**src/rtl/srp_pkg.sv**
```systemverilog
package srp_pkg;
  typedef enum logic [1:0] {
    ST_IDLE  = 2'd0,
    ST_BLANK = 2'd1,
    ST_READY = 2'd2
  } sh_state_t;
endpackage

```
**src/rtl/conv_timer.sv**
```systemverilog
// Abstract conversion engine: fires every `period` cycles while running and
// hands out the next word of an arithmetic test sequence.
module conv_timer #(
  parameter int          W    = 24,
  parameter int          CW   = 16,
  parameter logic [W-1:0] SEED = '0,
  parameter logic [W-1:0] STEP = 1
) (
  input  logic          clk,
  input  logic          rst_n,
  input  logic          run,
  input  logic [CW-1:0] period,
  output logic          done,
  output logic [W-1:0]  word
);
  logic [CW-1:0] cnt_q, cnt_d;
  logic [W-1:0]  acc_q, acc_d;

  always_comb begin
    cnt_d = cnt_q;
    acc_d = acc_q;
    done  = 1'b0;
    if (!run) begin
      cnt_d = '0;
      acc_d = SEED;
    end else if (cnt_q >= period - CW'(1)) begin
      done  = 1'b1;
      cnt_d = '0;
      acc_d = acc_q + STEP;
    end else begin
      cnt_d = cnt_q + CW'(1);
    end
  end

  assign word = acc_q;

  always_ff @(posedge clk or negedge rst_n) begin
    if (!rst_n) begin
      cnt_q <= '0;
      acc_q <= SEED;
    end else begin
      cnt_q <= cnt_d;
      acc_q <= acc_d;
    end
  end

  // deselecting restarts the sequence from its first word
  a_r1_seed_reload: assert property (@(posedge clk) disable iff (!rst_n)
    !run |=> (acc_q == SEED && cnt_q == '0));
  // a completion restarts the period count
  a_r2_period_restart: assert property (@(posedge clk) disable iff (!rst_n)
    done |=> (cnt_q == '0));
endmodule

```
**src/rtl/sclk_gen.sv**
```systemverilog
// Serial clock generator for master mode: low half first, then high half.
module sclk_gen #(
  parameter int DIV = 8
) (
  input  logic clk,
  input  logic rst_n,
  input  logic run,
  output logic sclk,
  output logic fall_s,
  output logic rise_s
);
  localparam int HALF = DIV / 2;
  localparam int PW   = $clog2(DIV);

  logic [PW-1:0] phase_q, phase_d;
  logic          sclk_q, sclk_d;

  assign fall_s = run && (phase_q == PW'(HALF - 1));
  assign rise_s = run && (phase_q == PW'(DIV - 1));

  always_comb begin
    phase_d = phase_q;
    sclk_d  = sclk_q;
    if (!run) begin
      phase_d = '0;
      sclk_d  = 1'b1;
    end else begin
      phase_d = rise_s ? '0 : phase_q + PW'(1);
      if (fall_s)      sclk_d = 1'b0;
      else if (rise_s) sclk_d = 1'b1;
    end
  end

  assign sclk = sclk_q;

  always_ff @(posedge clk or negedge rst_n) begin
    if (!rst_n) begin
      phase_q <= '0;
      sclk_q  <= 1'b1;
    end else begin
      phase_q <= phase_d;
      sclk_q  <= sclk_d;
    end
  end

  // clock parks high whenever no word is being sent
  a_r6_idle_high: assert property (@(posedge clk) disable iff (!rst_n)
    !run |=> sclk_q);
  // a falling event is followed by the low half
  a_r6_low_after_fall: assert property (@(posedge clk) disable iff (!rst_n)
    fall_s |=> !sclk_q);
endmodule

```
**src/rtl/result_shifter.sv**
```systemverilog
// Holds the pending result, blanks the line before a load, and shifts the
// loaded word out on serial clock events.
module result_shifter
  import srp_pkg::*;
#(
  parameter int W         = 24,
  parameter int BLANK_CYC = 2
) (
  input  logic         clk,
  input  logic         rst_n,
  input  logic         enable,
  input  logic         new_valid,
  input  logic [W-1:0] new_word,
  input  logic         fall_s,
  input  logic         rise_s,
  output logic         clk_req,
  output logic         dout
);
  localparam int CNTW = $clog2(W + 1);
  localparam int BW   = $clog2(BLANK_CYC + 1);

  sh_state_t      state_q, state_d;
  logic           pend_q, pend_d;
  logic [W-1:0]   pword_q, pword_d;
  logic [W-1:0]   shreg_q, shreg_d;
  logic [CNTW-1:0] cnt_q, cnt_d;
  logic [BW-1:0]  blank_q, blank_d;
  logic           dout_q, dout_d;
  logic           rise_seen_q;

  always_comb begin
    state_d = state_q;
    pend_d  = pend_q;
    pword_d = pword_q;
    shreg_d = shreg_q;
    cnt_d   = cnt_q;
    blank_d = blank_q;
    dout_d  = dout_q;
    if (!enable) begin
      state_d = ST_IDLE;
      pend_d  = 1'b0;
      cnt_d   = '0;
      blank_d = '0;
      dout_d  = 1'b1;
    end else begin
      unique case (state_q)
        ST_IDLE: begin
          if (pend_q) begin
            state_d = ST_BLANK;
            blank_d = '0;
            dout_d  = 1'b1;
          end
        end
        ST_BLANK: begin
          if (blank_q == BW'(BLANK_CYC - 1)) begin
            state_d = ST_READY;
            shreg_d = pword_q;
            cnt_d   = '0;
            dout_d  = 1'b0;
            pend_d  = 1'b0;
          end else begin
            blank_d = blank_q + BW'(1);
          end
        end
        ST_READY: begin
          if (fall_s && cnt_q < CNTW'(W)) begin
            dout_d  = shreg_q[W-1];
            shreg_d = {shreg_q[W-2:0], 1'b0};
            cnt_d   = cnt_q + CNTW'(1);
          end else if (rise_seen_q && cnt_q == CNTW'(W)) begin
            state_d = ST_IDLE;
            cnt_d   = '0;
            dout_d  = 1'b1;
          end else if (pend_q && cnt_q == '0) begin
            state_d = ST_BLANK;
            blank_d = '0;
            dout_d  = 1'b1;
          end
        end
        default: state_d = ST_IDLE;
      endcase
      if (new_valid) begin
        pend_d  = 1'b1;
        pword_d = new_word;
      end
    end
  end

  assign clk_req = (state_q == ST_READY);
  assign dout    = dout_q;

  always_ff @(posedge clk or negedge rst_n) begin
    if (!rst_n) begin
      state_q     <= ST_IDLE;
      pend_q      <= 1'b0;
      cnt_q       <= '0;
      blank_q     <= '0;
      dout_q      <= 1'b1;
      rise_seen_q <= 1'b0;
    end else begin
      state_q     <= state_d;
      pend_q      <= pend_d;
      cnt_q       <= cnt_d;
      blank_q     <= blank_d;
      dout_q      <= dout_d;
      rise_seen_q <= rise_s;
    end
  end

  // data registers carry no reset; loads are qualified by the control state
  always_ff @(posedge clk) begin
    if (new_valid && enable) pword_q <= pword_d;
    shreg_q <= shreg_d;
  end

  a_r1_abort_clears: assert property (@(posedge clk) disable iff (!rst_n)
    !enable |=> (state_q == ST_IDLE && !pend_q && dout_q));
  a_r3_load_pulls_low: assert property (@(posedge clk) disable iff (!rst_n)
    (enable && state_q == ST_BLANK && blank_q == BW'(BLANK_CYC - 1))
      |=> (!dout_q && state_q == ST_READY));
  a_r4_blank_high: assert property (@(posedge clk) disable iff (!rst_n)
    (state_q == ST_BLANK) |-> dout_q);
  a_r8_count_bound: assert property (@(posedge clk) disable iff (!rst_n)
    cnt_q <= CNTW'(W));
  a_r9_no_load_midread: assert property (@(posedge clk) disable iff (!rst_n)
    (enable && state_q == ST_READY && cnt_q != '0 && cnt_q != CNTW'(W))
      |=> (state_q != ST_BLANK));
endmodule

```
**src/rtl/serial_result_port.sv**
```systemverilog
module serial_result_port #(
  parameter int           W         = 24,
  parameter int           CW        = 16,
  parameter int           CLK_DIV   = 8,
  parameter int           BLANK_CYC = 2,
  parameter logic [W-1:0] SEED      = 24'hA5C30F,
  parameter logic [W-1:0] STEP      = 24'h13579B
) (
  input  logic          clk,
  input  logic          rst_n,
  input  logic          sel_n,
  input  logic          mode_sel,
  input  logic [CW-1:0] conv_period,
  input  logic          sclk_in,
  output logic          sclk_out,
  output logic          sclk_oe,
  output logic          dout_rdy,
  output logic          dout_oe
);
  logic rst_meta_q, rst_sync_q;
  logic s1_q, s2_q, s3_q;
  logic selected, master;
  logic done, clk_req, m_run;
  logic [W-1:0] word;
  logic m_sclk, m_fall, m_rise;
  logic s_fall, s_rise, fall_ev, rise_ev;
  logic sh_dout;

  // reset: asserted asynchronously, released on the clock
  always_ff @(posedge clk or negedge rst_n) begin
    if (!rst_n) begin
      rst_meta_q <= 1'b0;
      rst_sync_q <= 1'b0;
    end else begin
      rst_meta_q <= 1'b1;
      rst_sync_q <= rst_meta_q;
    end
  end

  // host clock synchronizer and edge history
  always_ff @(posedge clk or negedge rst_sync_q) begin
    if (!rst_sync_q) begin
      s1_q <= 1'b1;
      s2_q <= 1'b1;
      s3_q <= 1'b1;
    end else begin
      s1_q <= sclk_in;
      s2_q <= s1_q;
      s3_q <= s2_q;
    end
  end

  assign selected = !sel_n;
  assign master   = !mode_sel;
  assign s_fall   = s3_q && !s2_q;
  assign s_rise   = !s3_q && s2_q;
  assign fall_ev  = master ? m_fall : s_fall;
  assign rise_ev  = master ? m_rise : s_rise;
  assign m_run    = clk_req && master && selected;

  conv_timer #(.W(W), .CW(CW), .SEED(SEED), .STEP(STEP)) u_timer (
    .clk(clk), .rst_n(rst_sync_q), .run(selected), .period(conv_period),
    .done(done), .word(word)
  );

  sclk_gen #(.DIV(CLK_DIV)) u_sclk (
    .clk(clk), .rst_n(rst_sync_q), .run(m_run),
    .sclk(m_sclk), .fall_s(m_fall), .rise_s(m_rise)
  );

  result_shifter #(.W(W), .BLANK_CYC(BLANK_CYC)) u_shift (
    .clk(clk), .rst_n(rst_sync_q), .enable(selected),
    .new_valid(done), .new_word(word),
    .fall_s(fall_ev), .rise_s(rise_ev),
    .clk_req(clk_req), .dout(sh_dout)
  );

  assign sclk_out = (selected && master) ? m_sclk : 1'b1;
  assign sclk_oe  = selected && master;
  assign dout_rdy = selected ? sh_dout : 1'b1;
  assign dout_oe  = selected;
endmodule

```
**config.mk**
```make
export PLATFORM = sky130hd
export DESIGN_NAME = serial_result_port
export DESIGN_NICKNAME = d
export VERILOG_FILES = /design/src/rtl/srp_pkg.sv /design/src/rtl/conv_timer.sv /design/src/rtl/sclk_gen.sv /design/src/rtl/result_shifter.sv /design/src/rtl/serial_result_port.sv
export SDC_FILE = /design/constraint.sdc
export NUM_CORES = 1
export LEC_CHECK = 0
export BUFFER_PORTS_ARGS = -buffer_cell sky130_fd_sc_hd__buf_2
export CAP_MARGIN = 20
export CORE_MARGIN = 2
export CORE_UTILIZATION = 55
export CTS_CLUSTER_SIZE = 24
export DETAILED_ROUTE_END_ITERATION = 7
export MAX_ROUTING_LAYER = met4
export PLACE_DENSITY_LB_ADDON = 0.05
export REMOVE_ABC_BUFFERS = 1
export SYNTH_ARGS = -nofsm -noshare
export SYNTH_HDL_FRONTEND = slang
export SYNTH_SLANG_ARGS = --single-unit
```
**constraint.sdc**
```tcl
create_clock -name clk -period 1.8 [get_ports clk]
set_clock_uncertainty 0.15 [all_clocks]
set_input_delay 0.36 -clock clk [delete_from_list [all_inputs] [get_ports clk]]
set_output_delay 0.36 -clock clk [all_outputs]
set_load 0.05 [all_outputs]
```
* Yosys cells after proc, flatten, opt, wreduce, memory -nomap -nowiden *
Index checks and enable logic that the tools add are counted.

storage, ports and cells
  flip-flop bits (word level) = 109
  bits in latches = 0
  RAM bits = 0
  memory bits (read-only) = 0
  input bits = 21
  word-level logic and storage cells = 121
  memories kept = 0

cells by class
  add/subtract/negate cells = 6
  $mul = 0
  divide/modulo/power cells = 0
  magnitude comparators = 2
  eq/ne operators = 18
  shift-type cells = 0
  mux-type cells = 47
  bitwise logic cells = 1
  reduce and logical (&&, ||, !) cells = 30

operator list
  cell                                                   count
  two-way mux 24 bit                                     4
  case mux 24 bit (2 select lines)                       1
  two-way mux 16 bit                                     2
  adder 24 x 21 -> 24 bit, second input constant         1
  two-way mux 2 bit                                      12
  two-way mux 5 bit                                      4
  two-way mux 1 bit                                      18
  adder 16 x 1 -> 16 bit, second input constant          1
  >= comparator 16 bit                                   1
  subtractor 16 x 1 -> 16 bit, second input constant     1
  inequality test 3 bit, second input constant           4
  case mux 2 bit (3 select lines)                        2
  AND reduction 4 bit                                    3
  logical AND 1 bit                                      11
  case mux 5 bit (2 select lines)                        1
  inequality test 3 x 2 -> 1 bit, second input constant  3
  nonzero test 3 bit                                     3
  inequality test 4 x 2 -> 1 bit, second input constant  2
  two-way mux 3 bit                                      2
  AND reduction 3 bit                                    2
  AND reduction 6 bit                                    1
  adder 5 x 1 -> 5 bit, second input constant            1
  == test 5 bit, second input constant                   1
  logical NOT 5 bit                                      1
  16 further kinds                                       22

* Depth between registers and ports, before layout *
Gate-level depths: netlist of the first run.

  depth in word-level cells = 9
  mapped depth = 15
  depth with buffers taken out = 13

* Cells and area by module *
Synthesis of the first run repeated with hierarchy kept, for this count alone.

second synthesis, totals
  cells, all modules = 500
  area, all modules = 5626.6 um^2

by module, submodules not included
  module              instances  cells an instance  area an instance (um^2)  seq. area each (um^2)
  conv_timer          1          298                2643.8                   1016.0
  result_shifter      1          168                2591.2                   1742.9
  sclk_gen            1          17                 200.2                    101.3
  serial_result_port  1          17                 191.4                    128.9

* Worst setup path before layout of the first run *
OpenSTA, ideal clock, no wires.

  path type = in2reg
  from = input port conv_period[3]
  to = register u_shift.pword_q[0], enable pin
  data arrival time = 3.819 ns
  required time = 1.245 ns
  slack = -2.574 ns
  stages = 13
  path through = or3_1 or2_1 or3_1 nor4_1 xnor2_1 ha_1 and2_1 a221oi_1 o21ai_1 a21oi_2 clkbuf_1 buf_2 nor2_1

on the way
  longest elaborated chain between the ends = 6

RTL lines
  element                                 RTL line                  text
  start, declared                         serial_result_port.sv:13  input logic [CW-1:0] conv_period,
  subtractor 16 x 1 -> 16 bit *           conv_timer.sv:26          end else if (cnt_q >= period - CW'(1)) begin
  >= comparator 16 bit *                  conv_timer.sv:26
  two-way mux 1 bit *                     conv_timer.sv:26
  two-way mux 1 bit *                     conv_timer.sv:23          if (!run) begin
  logical AND 1 bit                       result_shifter.sv:112     if (new_valid && enable) pword_q <= pword_d;
  AND reduction 3 bit (no source line) *  n/a
  end signal, assigned                    result_shifter.sv:112
  end, declared                           result_shifter.sv:24      logic [W-1:0] pword_q, pword_d;

Every way passes the cells marked *; elsewhere a longest branch is shown, timed or not.
A chain may end at the register's enable or synchronous reset.

* Final worst setup path of the first run *
  from = input port conv_period[4]
  to = register u_timer.acc_q[10], in the netlist u_timer.word[10]

on the way
  longest elaborated chain between the ends = 3

RTL lines
  element                              RTL line          text
  subtractor 16 x 1 -> 16 bit          conv_timer.sv:26
  >= comparator 16 bit                 conv_timer.sv:26
  nonzero test 2 bit (no source line)  n/a
  end signal, assigned                 conv_timer.sv:40  acc_q <= SEED;
  end signal, assigned                 conv_timer.sv:43  acc_q <= acc_d;
  end, declared                        conv_timer.sv:17  logic [W-1:0] acc_q, acc_d;

No other way between the ends.

==> impl_results.md, run 1 <==
* Outcome: finished with violations
* Failing checks: negative setup slack
* Nets@finish at 704
* Synthesized flop and latch total at 109
* Final setup margin at -1446 ps
* Area of the multi-input gates at 0.002796 mm^2
* # IOs at 25
* Buffers added on ports at 24
* FF/Latch Area at 0.002990 mm^2
* Residual DRC at 0
* CTS Root Cell: clkbuf_8
* Sequential-to-total area share from yosys stat at 0.5501
* DR vias/cell at 5.456
* Post-synth EDFFs at 48
* Placer congestion estimate at 0.8288
* GRT Util Overall at 0.2509
* Largest family of logic cells by synthesized area: simple AND/OR/NAND/NOR gates
* Syn Inst Count at 522
* Relative slew slack at 0.6104
* Synth warnings at 0
* Layout cell share with drive strength beyond 1 at 0.3786
* FF-to-FF End: u_timer.word[12]$_DFFE_PN0P_
* CTS Sinks at 109
* Row cnt at 36
* Ys async rst share at 0.5596
* Syn Area/Cell at 10.41 um^2
* Largest net degree at the start of global routing at 60
* Synth Area in Simple Gates at 0.2024
* Most frequent cells in the layout: buf_4 (95), nand2_1 (88), edfxtp_1 (48)
* Dpl ws at -2249 ps
* Complex-gate fraction of the synthesized area at 0.1140
* Inserted Diodes at 0
* Worst min path class: reg2async
* Period Utilization, post-route at 1.804
* Via count at 4,343
* CTS HTree Levels at 3
* Clock latency on the worst-skew pair at 380 ps
* CTS Buffer Depth at 2
* Worst-path clk slew at 110 ps
* Cell area after synthesis at 0.005434 mm^2
* Crit Path Category: in2reg
* TritonCTS clock tree: yes
* PD cells at 737.5 mW/mm^2
* Die Area at 0.01069 mm^2
* DPL Wire Length at 8027 um
* Slew Limit Fails at 0
* Most common cell after layout, fill and taps aside: buf_4
* Critical Path RT at 1970 ps
* Core footprint at 0.009684 mm^2
* Reg2reg start: u_timer.cnt_q[2]$_DFF_PN0_
* First DRT Iteration DRCs at 219
* Main synth FF type: edfxtp_1
* Crit path capture type: register
* Fmax achieved at 308.0 MHz
* Worst-margin pin slew at 577.1 ps
* Leak at 3.085 nW
* Fill count at 675
* Die W at 103.4 um
* Vias in the first global route at 4,277
* CTS Buf Count at 9
* Starting density of the core at 0.5611
* Maximum vdd drop at 0.0005895 V
* Number of max-cap violations at 0
* Total wire length at 12,300 um
* Pre-antenna DRT Iters at 5
* Die Y at 103.4 um
* Antenna violations before repair at 0
* Area Growth Syn to Fin at 36.45%
* CP max FO at 8
* Mux share of post-synthesis cell area at 0.006677
* Min cycle time layout at 3246 ps
* R2r worst-path depth at 9
* GRT overflow at 0
* Final hold violation count at 0
* DRT antenna net count at 0
* Post-Synth Adder-Cell Area at 0.05756
* Hold Slack at 107.1 ps
* Yosys cell types at 59
* Crit path DAT at 3420 ps
* # setup viols final at 97
* First-pass GRT wire length at 19,820 um
* Reg-to-reg slack, setup at -740 ps
* Xor-xnor portion of the synthesized cell area at 0.04513
* RSZ-0062 raised after global routing: yes
* WL/cell at 15.45 um
* CP startpoint kind: input pin
-- synthesized netlist by cell type, types with 2 or more instances --
| cell | count | share of area |
|---|---|---|
| a21o_1 | 2 | 0.0028 |
| o21ai_0 | 23 | 0.021 |
| and3_1 | 5 | 0.0058 |
| and2_1 | 4 | 0.0046 |
| or4_1 | 8 | 0.011 |
| nor3_1 | 9 | 0.0083 |
| or2_2 | 2 | 0.0023 |
| o21ai_1 | 5 | 0.0046 |
| xor2_1 | 12 | 0.019 |
| o211a_1 | 2 | 0.0037 |
| a31oi_1 | 3 | 0.0035 |
| a211o_1 | 2 | 0.0032 |
| buf_2 | 3 | 0.0028 |
| dfrtp_1 | 44 | 0.20 |
| ha_1 | 25 | 0.058 |
| xnor2_1 | 16 | 0.026 |
| nand3b_1 | 5 | 0.0069 |
| o21a_1 | 8 | 0.011 |
| inv_1 | 15 | 0.010 |
| or3_1 | 20 | 0.023 |
| nor4_1 | 3 | 0.0035 |
| nor2_1 | 44 | 0.030 |
| a21oi_1 | 23 | 0.021 |
| a22o_1 | 2 | 0.0032 |
| o311a_1 | 2 | 0.0037 |
| nand2_1 | 90 | 0.062 |
| dfstp_2 | 17 | 0.082 |
| o31ai_1 | 8 | 0.011 |
| nor2b_1 | 7 | 0.0081 |
| nand4_1 | 4 | 0.0046 |
| a21oi_2 | 2 | 0.0032 |
| clkbuf_1 | 13 | 0.0090 |
| nand2b_1 | 2 | 0.0023 |
| nand3_1 | 20 | 0.018 |
| edfxtp_1 | 48 | 0.27 |
-- kinds of logic after synthesis --
kind of cell    Yosys count
mux                       3
xor+xnor                 28
buf+inv                  33
compound gates           95
other cells               1
simple gates            228
fa+ha+maj                25
flops                   109
-- sequential cells by signal, summed over array words and instances (netlist names) --
name,flops
u_shift.pword_q,24
u_shift.shreg_q,24
u_timer.word,24
u_timer.cnt_q,16
u_shift.cnt_q,5
u_sclk.phase_q,3
u_shift.blank_q,2
u_shift.state_q,2
rst_meta_q,1
rst_sync_q,1
s1_q,1
s2_q,1
s3_q,1
u_sclk.sclk,1
u_shift.dout,1
u_shift.pend_q,1
u_shift.rise_seen_q,1
-- worst max-delay path, stage by stage --
cell	delay [ps]
buf_2	110
or3_4	360
or2_4	250
or3_4	380
and2_1	160
ha_1	290
nand4_1	160
o31ai_4	360
a21oi_4	150
buf_12	170
or4_1	500
a21oi_1	160
-- cell type report --
cell class	count	area share
clock buffer	9	0.01671
clock inverter	7	0.01232
inverter	16	0.008437
multi-input combinational	382	0.3772
sequential	109	0.4033
tap	133	0.02244
timing repair buffer	140	0.1596
-- repair_timing --
action,in CTS,in global routing
cloned,7,1
gates resized for setup,88,52
endpoints found under the setup margin,100,101
hold buffers,2,0
setup buffers,11,3
endpoints found under the hold margin,3,0
pin swaps,45,15
-- through the flow --
step	total power, mW	instance area (um^2)	std cells	setup TNS, ps	utilization
global placement	3.684	6429	761	-137730	0.6638
global route	5.749	7415	796	-99070	0.7656
detailed placement	3.716	6429	761	-146010	0.6638
CTS	5.432	7214	795	-92140	0.7450
finish	5.469	7415	796	-89770	0.7656
floorplan	3.360	5366	505	-197860	-
-- report_power, final --
group	internal [mW]	total (mW)	switching, mW
registers	2.76	2.81	0.0566
logic	0.465	1.08	0.618
clock network	0.677	1.57	0.896
-- worst max-delay path by stage --
stage,end,cells past startpoint,start,slack (ps)
floorplan,u_shift.pword_q[0]$_DFFE_PP_,11,conv_period[3],-2650
global placement,u_shift.pword_q[10]$_DFFE_PP_,12,conv_period[3],-2150
detailed placement,u_shift.pword_q[11]$_DFFE_PP_,12,conv_period[3],-2250
CTS,u_timer.word[23]$_DFFE_PN1P_,14,conv_period[3],-1460
global route,u_timer.word[10]$_DFFE_PN0P_,14,conv_period[3],-1540
finish,u_timer.word[10]$_DFFE_PN0P_,12,conv_period[4],-1450
-- layer usage --
| metal | up-vias | routed length, um | share of wire | GRT usage |
|---|---|---|---|---|
| met3 | 18 | 406 | 0.033 | 0.05578 |
| met2 | 84 | 6254 | 0.51 | 0.4194 |
| met1 | 2103 | 5422 | 0.44 | 0.3084 |
| met4 | 0 | 218 | 0.018 | 0.06984 |
| met5 | - | 0 | 0 | - |
| li1 | 2138 | - | - | - |
(Power assumes the default switching activity.)
==> inputs of run 2 (changes only) <==
Settings changed: PLACE_DENSITY_LB_ADDON 0.05 to 0.2.
==> run 2 against run 1 <==
Effect of this change: the run still ends with negative setup slack left; non-clock buffer count fell by 7; register-to-register slack got worse by 30 ps; die area did not move; wire length fell by 7.1%; critical path depth rose by 1; first-iteration DRC count rose by 17%; core utilization fell by 3.0 points; global-route usage fell by 2.2 points; largest power group unchanged.
==> impl_results.md, run 2 (synthesis results as in run 1) <==
* Fmax achieved at 310.3 MHz
* CP startpoint: conv_period[3]
* R2r worst-path depth at 10
* # IOs at 25
* PD cells at 784.6 mW/mm^2
* Fill count at 663
* Worst path slowest cell: or4_1
* Slew Limit Fails at 0
* Crit path DAT at 3380 ps
* Worst path cell trace: buf_6 -> or3_4 -> or2_4 -> or3_4 -> and2_4 -> ha_4 -> nand4_1 -> o31ai_1 -> buf_4 -> a21oi_2 -> buf_12 -> or4_1 -> a21oi_2
* Die Area at 0.01069 mm^2
* Via count at 4,271
* Critical Path RT at 1950 ps
* Leak at 3.047 nW
* Outcome: finished with violations
* Setup tns final at -87,720 ps
* Most frequent cells in the layout: buf_4 (96), nand2_1 (87), edfxtp_1 (48)
* FF-to-FF End: u_shift.pword_q[19]$_DFFE_PP_
* CTS Buffer Depth at 2
* GRT met3 Usage at 0.03965
* Period Utilization, post-route at 1.791
* RSZ-0062 raised after global routing: yes
* DRT antenna net count at 0
* Area Growth Syn to Fin at 31.02%
* DPL Wire Length at 7821 um
* Residual DRC at 0
* Final hold violation count at 0
* Core footprint at 0.009684 mm^2
* Vias in the first global route at 3,996
* CTS Buf Count at 9
* Number of max-cap violations at 0
* Reg-to-reg slack, setup at -770 ps
* Crit path capture type: register
* Failing checks: negative setup slack
* Area of the multi-input gates at 0.002545 mm^2
* Row cnt at 36
* Buffers added on ports at 24
* Inserted Diodes at 0
* FF/Latch Area at 0.002990 mm^2
* GR Util met2 at 0.3633
* Die W at 103.4 um
* CTS HTree Levels at 3
* TritonCTS clock tree: yes
* Antenna violations before repair at 0
* CTS Sinks at 109
* Total wire length at 11,430 um
* Worst min path class: reg2async
* Crit Path Category: in2reg
* Clock latency on the worst-skew pair at 370 ps
* CP max FO at 45
* Starting density of the core at 0.5611
* GRT overflow at 0
* First-pass GRT wire length at 18,350 um
* Min cycle time layout at 3223 ps
* CP startpoint kind: input pin
* Met1 Usage GRT at 0.3016
* First DRT Iteration DRCs at 257
* Largest net degree at the start of global routing at 46
* Nets@finish at 696
* Die Y at 103.4 um
* Layout cell share with drive strength beyond 1 at 0.3267
* CP peak stage delay at 530 ps
* # setup viols final at 70
* CTS Root Cell: clkbuf_8
* Maximum vdd drop at 0.0004508 V
* GRT Util Overall at 0.2287
* Busiest layer in global routing: met2
* Final setup margin at -1423 ps
* Placer congestion estimate at 0.8721
* DR vias/cell at 5.420
* Worst-path clk slew at 110 ps
* WL/cell at 14.51 um
* Reg2reg start: u_timer.cnt_q[2]$_DFF_PN0_
* Dpl ws at -2191 ps
* Most common cell after layout, fill and taps aside: buf_4
* Pre-antenna DRT Iters at 4
## run 2: cell types whose count changed in the layout (fill, tap and decap cells not counted), moves of 4 or more
cell	previous run	this run
nor2_4	16	2
nor2_1	28	39
a21oi_1	12	19
o21ai_0	13	18
o21ai_2	7	2
a21oi_2	10	6
buf_6	10	6
buf_8	4	0
## run 2: timing repair
item,in CTS,in global routing
buffers inserted,5,2
endpoints found under the setup margin,99,101
pin swaps,14,11
resized for setup,38,24
endpoints found under the hold margin,3,0
hold buffers,2,0
cloned,2,4
## run 2: area by class of cell
cell class	count	area share
Multi-Input combinational cell	381	0.3575
Clock buffer	9	0.01740
Timing Repair Buffer	133	0.1564
Inverter	16	0.008436
Clock inverter	7	0.01687
Tap cell	133	0.02337
Sequential cell	109	0.4200
## run 2: per-layer routing
layer	part of all wire	routed length [um]	up-vias
li1	-	-	2115
met1	0.45	5092	2079
met2	0.52	5920	73
met3	0.031	352	4
met4	0.0060	69	0
met5	0	0	-
## run 2: worst max-delay path, delay by kind of cell
kind	cells	cell delay [ps]
AOI/OAI and AO/OA	3	500
and+or+nand+nor	6	1810
buffers and inverters	3	440
adders and majority gates	1	260
## run 2: metrics by stage
step | util | area [um^2] | hold WS [ps] | power (mW) | cells
3_5_place_dp | 0.6618 | 6409 | -4.769 | 3.729 | 758
3_3_place_gp | 0.6618 | 6409 | -6.429 | 3.688 | 758
2_1_floorplan | - | 5366 | -85.59 | 3.360 | 505
4_1_cts | 0.7138 | 6913 | 76.72 | 5.512 | 782
5_1_grt | 0.7351 | 7119 | 97.21 | 5.838 | 788
6_report | 0.7351 | 7119 | 60.74 | 5.586 | 788
## run 2: worst max path at each step
stage | end
after floorplan | u_shift.pword_q[0]$_DFFE_PP_
after global placement | u_shift.pword_q[0]$_DFFE_PP_
after detailed placement | u_shift.pword_q[1]$_DFFE_PP_
after CTS | u_timer.word[10]$_DFFE_PN0P_
after global routing | u_timer.word[10]$_DFFE_PN0P_
final | u_timer.word[10]$_DFFE_PN0P_
## run 2: report_power, final
group	switching (mW)	leakage, nW	total (mW)	internal [mW]
Sequential	0.0675	1.22	2.82	2.76
Combinational	0.562	1.71	0.983	0.420
Clock	0.847	0.120	1.78	0.932
==> inputs of run 3 (changes only) <==
Settings changed: CORE_MARGIN 2 to 3, CTS_CLUSTER_DIAMETER set to 120.
==> run 3 against run 2 <==
Effect of this change: the run still ends with negative setup slack left; non-clock buffer count increased by 3; setup slack got worse by 66 ps; cell count decreased by 0.13%; global-route usage increased by 1.5 points; wire length increased by 9.1%; combinational power about the same; cell area increased by 0.83%; highest routed layer unchanged; clock power decreased by 8%.
==> impl_results.md, run 3 (synthesis results as in run 1) <==
* Residual DRC at 0
* Min cycle time layout at 3289 ps
* CP startpoint kind: input pin
* Number of max-cap violations at 0
* Area Growth Syn to Fin at 32.10%
* Failing checks: negative setup slack
* Crit path DAT at 3440 ps
* Die Area at 0.01111 mm^2
* Reg-to-reg slack, setup at -700 ps
* Via count at 4,406
* DPL Wire Length at 8017 um
* # setup viols final at 81
* Layout cell share with drive strength beyond 1 at 0.3313
* Inserted Diodes at 0
* Buffers added on ports at 24
* DR vias/cell at 5.598
* Relative slew slack at 0.6144
* CP max FO at 23
* RSZ-0062 raised after global routing: yes
* PD cells at 758.9 mW/mm^2
* Outcome: finished with violations
* FF-to-FF End: u_timer.cnt_q[10]$_DFF_PN0_
* Worst-margin pin slew at 571.1 ps
* GRT overflow at 0
* Clock latency on the worst-skew pair at 380 ps
* Nets@finish at 699
* Fmax achieved at 304.1 MHz
* Pwr Total at 5.447 mW
* CTS HTree Levels at 3
* Antenna violations before repair at 0
* Crit path capture type: register
* Post-Layout Cell Count at 787
* Slew Limit Fails at 0
* CTS Sinks at 109
* First-pass GRT wire length at 21,160 um
* Final hold violation count at 0
* Post-layout util at 0.7624
* Most frequent cells in the layout: buf_4 (93), nand2_1 (88), edfxtp_1 (48)
* Most common cell after layout, fill and taps aside: buf_4
* TritonCTS clock tree: yes
* Starting density of the core at 0.5771
* Row cnt at 35
* Vias in the first global route at 4,457
* CTS Root Cell: clkbuf_8
* Worst-path clk slew at 110 ps
* R2r worst-path depth at 10
* Dpl cells at 746
* Total wire length at 12,480 um
* CP Capture Point: u_timer.word[10]$_DFFE_PN0P_
* # IOs at 25
* Critical Path RT at 1960 ps
* GRT Util Overall at 0.2440
* CP startpoint: conv_period[3]
* CTS Buf Count at 9
* Core footprint at 0.009415 mm^2
* Die Y at 105.4 um
* Worst min path class: in2reg
* Maximum vdd drop at 0.0004335 V
* Period Utilization, post-route at 1.827
* Die W at 105.4 um
* Placer congestion estimate at 0.8053
* Leak at 3.084 nW
* Pre-antenna DRT Iters at 5
* DRT antenna net count at 0
* WL/cell at 15.85 um
* Largest net degree at the start of global routing at 60
* Crit Path Category: in2reg
* CTS Buffer Depth at 2
* Final setup margin at -1489 ps
* Reg2reg start: u_timer.cnt_q[2]$_DFF_PN0_
* First DRT Iteration DRCs at 274
==> run 3: cell types whose count changed in the layout (fill, tap and decap cells not counted), sizes merged <==
cell	delta
clkinvlp	-1
clkbuf	-2
bufinv	-2
inv	+2
buf	+5
clkinv	+1
==> run 3: per-layer routing <==
layer	track usage	wire, um
met5	-	0
met4	0.1022	346
met3	0.03552	508
met2	0.4030	6438
met1	0.3024	5184
==> run 3: stage by stage <==
stage	cell area (um^2)	setup WS, ps	TNS (ps)	hold WS (ps)
finish	7178	-1489	-90260	80.00
global placement	6344	-2127	-134070	-6.254
floorplan	5366	-2646	-197860	-85.59
detailed placement	6344	-2327	-147290	-3.059
global route	7178	-1582	-99860	66.04
CTS	7046	-1433	-88500	59.74
==> run 3: final cells by class <==
cell class / count / area [um^2]
repair buffers: 136 / 1161
fillers: 613 / 2237
inverters: 16 / 60.06
clock buffers: 9 / 123.9
clock inverters: 7 / 102.6
flip-flops and latches: 109 / 2990
multi-input cells: 381 / 2579
well taps: 129 / 161.4
==> run 3: critical path, stage by stage <==
cell and delay [ps]:
buf_6 90, or3_4 380, or2_4 260, or3_4 390, nor4b_4 240, xnor2_1 100, ha_1 300, nand4_1 150
nor2_2 210, a21oi_4 120, buf_12 170, or4_1 500, a21oi_1 170
==> run 3: worst min-delay path by stage <==
stage	start	to	slack (ps)	cells after the start
finish	mode_sel	u_shift.rise_seen_q$_DFF_PN0_	80	2
global route	mode_sel	u_shift.rise_seen_q$_DFF_PN0_	70	2
CTS	mode_sel	u_shift.rise_seen_q$_DFF_PN0_	60	2
detailed placement	rst_n	rst_meta_q$_DFF_PN0_	-3	1
global placement	rst_n	rst_meta_q$_DFF_PN0_	-6	1
floorplan	rst_n	rst_meta_q$_DFF_PN0_	-90	0
==> run 3: where the power goes <==
part	internal (mW)	switching, mW
clock network	0.696	0.933
registers	2.76	0.0523
logic	0.417	0.592
==> run 3: timing repair <==
| action | CTS | global route |
|---|---|---|
| gates resized for setup | 50 | 31 |
| cloned | 6 | 0 |
| setup buffers | 11 | 8 |
| endpoints found under the hold margin | 3 | 0 |
| hold buffers | 2 | 0 |
| pin swaps | 22 | 16 |
| setup endpoints to repair | 99 | 101 |
